[src/rtl/srp_pkg.sv]
package srp_pkg;
  localparam int unsigned SRP_NIB_W   = 4;
  localparam int unsigned SRP_DEPTH   = 16;
  localparam int unsigned SRP_SYNC_ST = 2;
endpackage

[src/rtl/srp_strobe_sync.sv]
module srp_strobe_sync #(
  parameter int unsigned STAGES = 2
) (
  input  logic clk_i,
  input  logic rst_ni,
  input  logic strobe_i,
  output logic fall_o
);
  // stage STAGES is the edge-detect history flop
  logic [STAGES:0] chain_q;

  always_ff @(posedge clk_i or negedge rst_ni) begin
    if (!rst_ni) chain_q <= '1;
    else         chain_q <= {chain_q[STAGES-1:0], strobe_i};
  end

  assign fall_o = chain_q[STAGES] & ~chain_q[STAGES-1];
endmodule

[src/rtl/srp_hold_latch.sv]
module srp_hold_latch #(
  parameter int unsigned W = 64
) (
  input  logic         clk_i,
  input  logic         rst_ni,
  input  logic         ld_i,
  input  logic [W-1:0] d_i,
  output logic [W-1:0] q_o
);
  always_ff @(posedge clk_i or negedge rst_ni) begin
    if (!rst_ni)   q_o <= '0;
    else if (ld_i) q_o <= d_i;
  end
endmodule

[src/rtl/srp_ring.sv]
module srp_ring #(
  parameter int unsigned NIB_W = 4,
  parameter int unsigned DEPTH = 16,
  localparam int unsigned WORD_W = NIB_W * DEPTH,
  localparam int unsigned IDX_W  = $clog2(DEPTH)
) (
  input  logic              clk_i,
  input  logic              rst_ni,
  input  logic              reload_i,
  input  logic [WORD_W-1:0] word_i,
  output logic [NIB_W-1:0]  nib_o,
  output logic [IDX_W-1:0]  idx_o
);
  logic [NIB_W-1:0] slot_q [DEPTH];

  for (genvar i = 0; i < DEPTH; i++) begin : g_slot
    localparam int unsigned NXT = (i + 1) % DEPTH;
    always_ff @(posedge clk_i or negedge rst_ni) begin
      if (!rst_ni)       slot_q[i] <= '0;
      else if (reload_i) slot_q[i] <= word_i[i*NIB_W +: NIB_W];
      else               slot_q[i] <= slot_q[NXT];
    end
  end

  // block position, wraps naturally at DEPTH when DEPTH is a power of two
  always_ff @(posedge clk_i or negedge rst_ni) begin
    if (!rst_ni)       idx_o <= '0;
    else if (reload_i) idx_o <= '0;
    else if (idx_o == IDX_W'(DEPTH - 1)) idx_o <= '0;
    else               idx_o <= idx_o + 1'b1;
  end

  assign nib_o = slot_q[0];
endmodule

[src/rtl/serial_recirc_port.sv]
module serial_recirc_port
  import srp_pkg::*;
#(
  parameter int unsigned NIB_W   = SRP_NIB_W,
  parameter int unsigned DEPTH   = SRP_DEPTH,
  parameter int unsigned SYNC_ST = SRP_SYNC_ST,
  localparam int unsigned WORD_W = NIB_W * DEPTH,
  localparam int unsigned IDX_W  = $clog2(DEPTH)
) (
  input  logic              clk_i,
  input  logic              rst_ni,
  input  logic              load_i,
  input  logic [WORD_W-1:0] load_data_i,
  input  logic              xfer_i,
  input  logic              oe_i,
  output logic [NIB_W-1:0]  data_o,
  output logic              data_en_o
);
  logic              reload_pulse;
  logic [WORD_W-1:0] held_word;
  logic [NIB_W-1:0]  head_nib;
  logic [IDX_W-1:0]  blk_idx;

  srp_strobe_sync #(.STAGES(SYNC_ST)) u_sync (
    .clk_i   (clk_i),
    .rst_ni  (rst_ni),
    .strobe_i(xfer_i),
    .fall_o  (reload_pulse)
  );

  srp_hold_latch #(.W(WORD_W)) u_latch (
    .clk_i (clk_i),
    .rst_ni(rst_ni),
    .ld_i  (load_i),
    .d_i   (load_data_i),
    .q_o   (held_word)
  );

  // reload samples held_word before the same-edge latch update
  srp_ring #(.NIB_W(NIB_W), .DEPTH(DEPTH)) u_ring (
    .clk_i   (clk_i),
    .rst_ni  (rst_ni),
    .reload_i(reload_pulse),
    .word_i  (held_word),
    .nib_o   (head_nib),
    .idx_o   (blk_idx)
  );

  assign data_en_o = oe_i;
  assign data_o    = oe_i ? head_nib : '0;
endmodule

[config.mk]
export PLATFORM = sky130hd
export DESIGN_NAME = serial_recirc_port
export DESIGN_NICKNAME = d
export VERILOG_FILES = /design/src/rtl/srp_pkg.sv /design/src/rtl/srp_strobe_sync.sv /design/src/rtl/srp_hold_latch.sv /design/src/rtl/srp_ring.sv /design/src/rtl/serial_recirc_port.sv
export SDC_FILE = /design/constraint.sdc
export NUM_CORES = 1
export LEC_CHECK = 0
export BUFFER_PORTS_ARGS = -buffer_cell sky130_fd_sc_hd__buf_2
export CAP_MARGIN = 25
export CORE_MARGIN = 5
export CORE_UTILIZATION = 42
export CTS_CLUSTER_SIZE = 12
export DETAILED_ROUTE_END_ITERATION = 10
export PLACE_DENSITY = 0.66
export SLEW_MARGIN = 10
export SYNTH_ARGS = -nofsm -noshare
export SYNTH_HDL_FRONTEND = slang
export SYNTH_SLANG_ARGS = --single-unit
[constraint.sdc]
create_clock -name clk_i -period 2.2 [get_ports clk_i]
set_input_delay 0.44 -clock clk_i [delete_from_list [all_inputs] [get_ports clk_i]]
set_output_delay 0.44 -clock clk_i [all_outputs]
set_load 0.01 [all_outputs]
==> flow_metrics.py <==
metrics = {
    "status": {
        "status": "completed",
    },
    "hold_path": {
        "hp-class": "primary input to async pin",
    },
    "global_routing": {
        "grt_pass1_wl_mm": 14.2,
        "grtUsageTotal_pct": 12.8,
        "overflow": 0,
        "grt_max_degree": 71,
        "grt_pass1_vias": 2730,
        "antenna_found_initial": 0,
    },
    "layout": {
        "fillers": 990,
        "final_util_pct": 52.4,
        "mostFrequentLayoutCells": "dfrtp_1 (128), buf_2 (72), mux2_2 (68)",
        "nets": 430,
        "areaGrowthSynthToFinish_pct": 21.8,
        "drive_gt1_share_pct": 64.7,
        "layout_commonest_cell": "dfrtp_1",
        "antenna_cells": 0,
    },
    "logic_synthesis": {
        "netlist_instances": 279,
        "synth.avg_cell_area_sq_um": 18.6,
        "synth.yosys.seq_area_share_pct": 63.3,
        "synth_cell_types": 9,
        "syn_area_sq_mm": 0.00518,
        "synth_warnings": 0,
        "synthesis.nets": 348,
        "synth_seq_cells": 131,
    },
    "routing": {
        "vias": 2451,
        "first_pass_iters": 4,
        "totalWireLength_mm": 8.59,
        "route.antenna.remaining_nets": 0,
        "avgViaCountPerCell": 4.52,
        "drc_errors": 0,
        "drt-initial-drc-count": 126,
        "routedWlPerCell_um": 15.9,
    },
    "clocking": {
        "cts_resized": 0,
        "cts_buffer_depth": 2,
        "insertion_delay_ps": 400,
        "clkTransAtPathRegs_ps": 60,
        "clock-sinks": 131,
        "numCtsBuffers": 17,
        "cts_setup_buffers": 0,
        "cts_root_buf": "clkbuf_16",
        "h-tree-depth": 4,
        "ctsHoldBuffers": 0,
        "cts_tree": "done",
    },
    "floorplanning": {
        "dieArea_sq_mm": 0.0147,
        "die_x_um": 121,
        "ios": 74,
        "die_y_um": 121,
        "start_util_pct": 43.0,
        "rows": 40,
        "core_region_area_sq_mm": 0.0121,
    },
    "placed_design": {
        "io_buffer_count": 73,
        "hpwl_mm": 5.44,
        "place.gp.congestion": 0.730,
    },
    "sta": {
        "skew_ps": 7.72,
        "slew_violations": 0,
        "final.period_utilization_pct": 74.2,
        "setup_tns_ps": 0,
        "rsz0062_at_grt": "false",
        "hold_violations": 0,
        "fmax_ghz": 0.613,
        "min_period_ps": 1630,
        "final-setup-viol-count": 0,
        "relSlewSlack_pct": 74.4,
        "worst_pin_slew_ps": 384,
        "hold_ws_ps": 18.5,
    },
    "critical_path": {
        "worst_r2r_path_depth": 3,
        "required_ps": 2480,
        "cp-startpoint": "u_sync.chain_q[1]$_DFF_PN1_",
        "crit_path_start_kind": "flop",
        "critPathKind": "flop to flop",
        "worstPathArrival_ps": 1910,
        "worst-path-max-fanout": 28,
        "worst_setup_path_end_kind": "flop",
        "reg2reg_to": "u_ring.slot_q[42]$_DFF_PN0_",
        "rrSetupSlack_ps": 570,
        "reg2reg_from": "u_sync.chain_q[1]$_DFF_PN1_",
    },
    "pwr": {
        "p_total_mw": 6.62,
        "ir_drop_v": 0.000616,
        "power_density_mw_per_mm2": 1050,
        "power.leakage_nw": 3.01,
    },
    "flow_run": {
        "maxCapViolCount": 0,
    },
}
## state kept, by name (all words and copies together), names as in the netlist
name            flops
u_ring.slot_q      60
u_ring.nib_o        4
u_latch.q_o        64
u_sync.chain_q      3
## area by class of cell
| type | count | area [sq um] | share of cell area (%) |
|---|---|---|---|
| clock buffers | 20 | 467 | 7.39 |
| clock inverters | 12 | 179 | 2.83 |
| multi-input cells | 133 | 1710 | 27.0 |
| flip-flops and latches | 131 | 3280 | 52.0 |
| well taps | 168 | 210 | 3.33 |
| repair buffers | 78 | 472 | 7.47 |
## synth_stat cells (all sizes together)
cell type	n	area, sq um
dfrtp	128	3200
buf	15	198
and2	4	25.0
nand2b	1	13.8
mux2	128	1670
dfstp	3	78.8
## cells by family (layout without fill, tap and decap cells)
logic type,count (synthesis),count (layout),share of synthesized area [%]
multiplexers,128,128,32.1
buffers and inverters,15,110,3.81
AND/OR/NAND/NOR,5,5,0.748
flip-flops,131,131,63.3
## routing by layer
layer	share of wire (%)	track usage [%]
met1	48	17.6
met2	46	18.5
met3	5.4	4.71
met4	0.93	4.67
met5	0	0
## how the worst max path moves through the flow
| stage | endpoint | slack (ps) | cells past startpoint |
|---|---|---|---|
| final | u_ring.slot_q[42]$_DFF_PN0_ | 570 | 3 |
| after floorplan | u_ring.nib_o[3]$_DFF_PN0_ | 880 | 4 |
| after global routing | u_ring.slot_q[41]$_DFF_PN0_ | 490 | 3 |
| after detailed placement | u_ring.slot_q[32]$_DFF_PN0_ | 580 | 3 |
| after global placement | u_ring.slot_q[22]$_DFF_PN0_ | 600 | 3 |
| after CTS | u_ring.slot_q[42]$_DFF_PN0_ | 550 | 3 |
## critical path, cell delays in order (launching register included)
cell	delay, ps
dfstp_2	530
nand2b_4	350
buf_12	290
mux2_4	330
## stage by stage
stage	instances	worst slack [ps]	instance area, sq um
detailed placement	510	576	5670
floorplan	279	878	5180
finish	542	568	6310
global route	542	488	6310
global placement	510	600	5670
CTS	542	548	6310
## where the power goes
group	internal (mW)	total, mW	leakage [nW]	switching (mW)
Sequential	2.76	2.92	1.53	0.153
Combinational	0.484	0.705	1.16	0.221
Clock	1.99	3.00	0.308	1.01
Total	5.24	6.62	3.01	1.38
(Power assumes the default switching activity.)
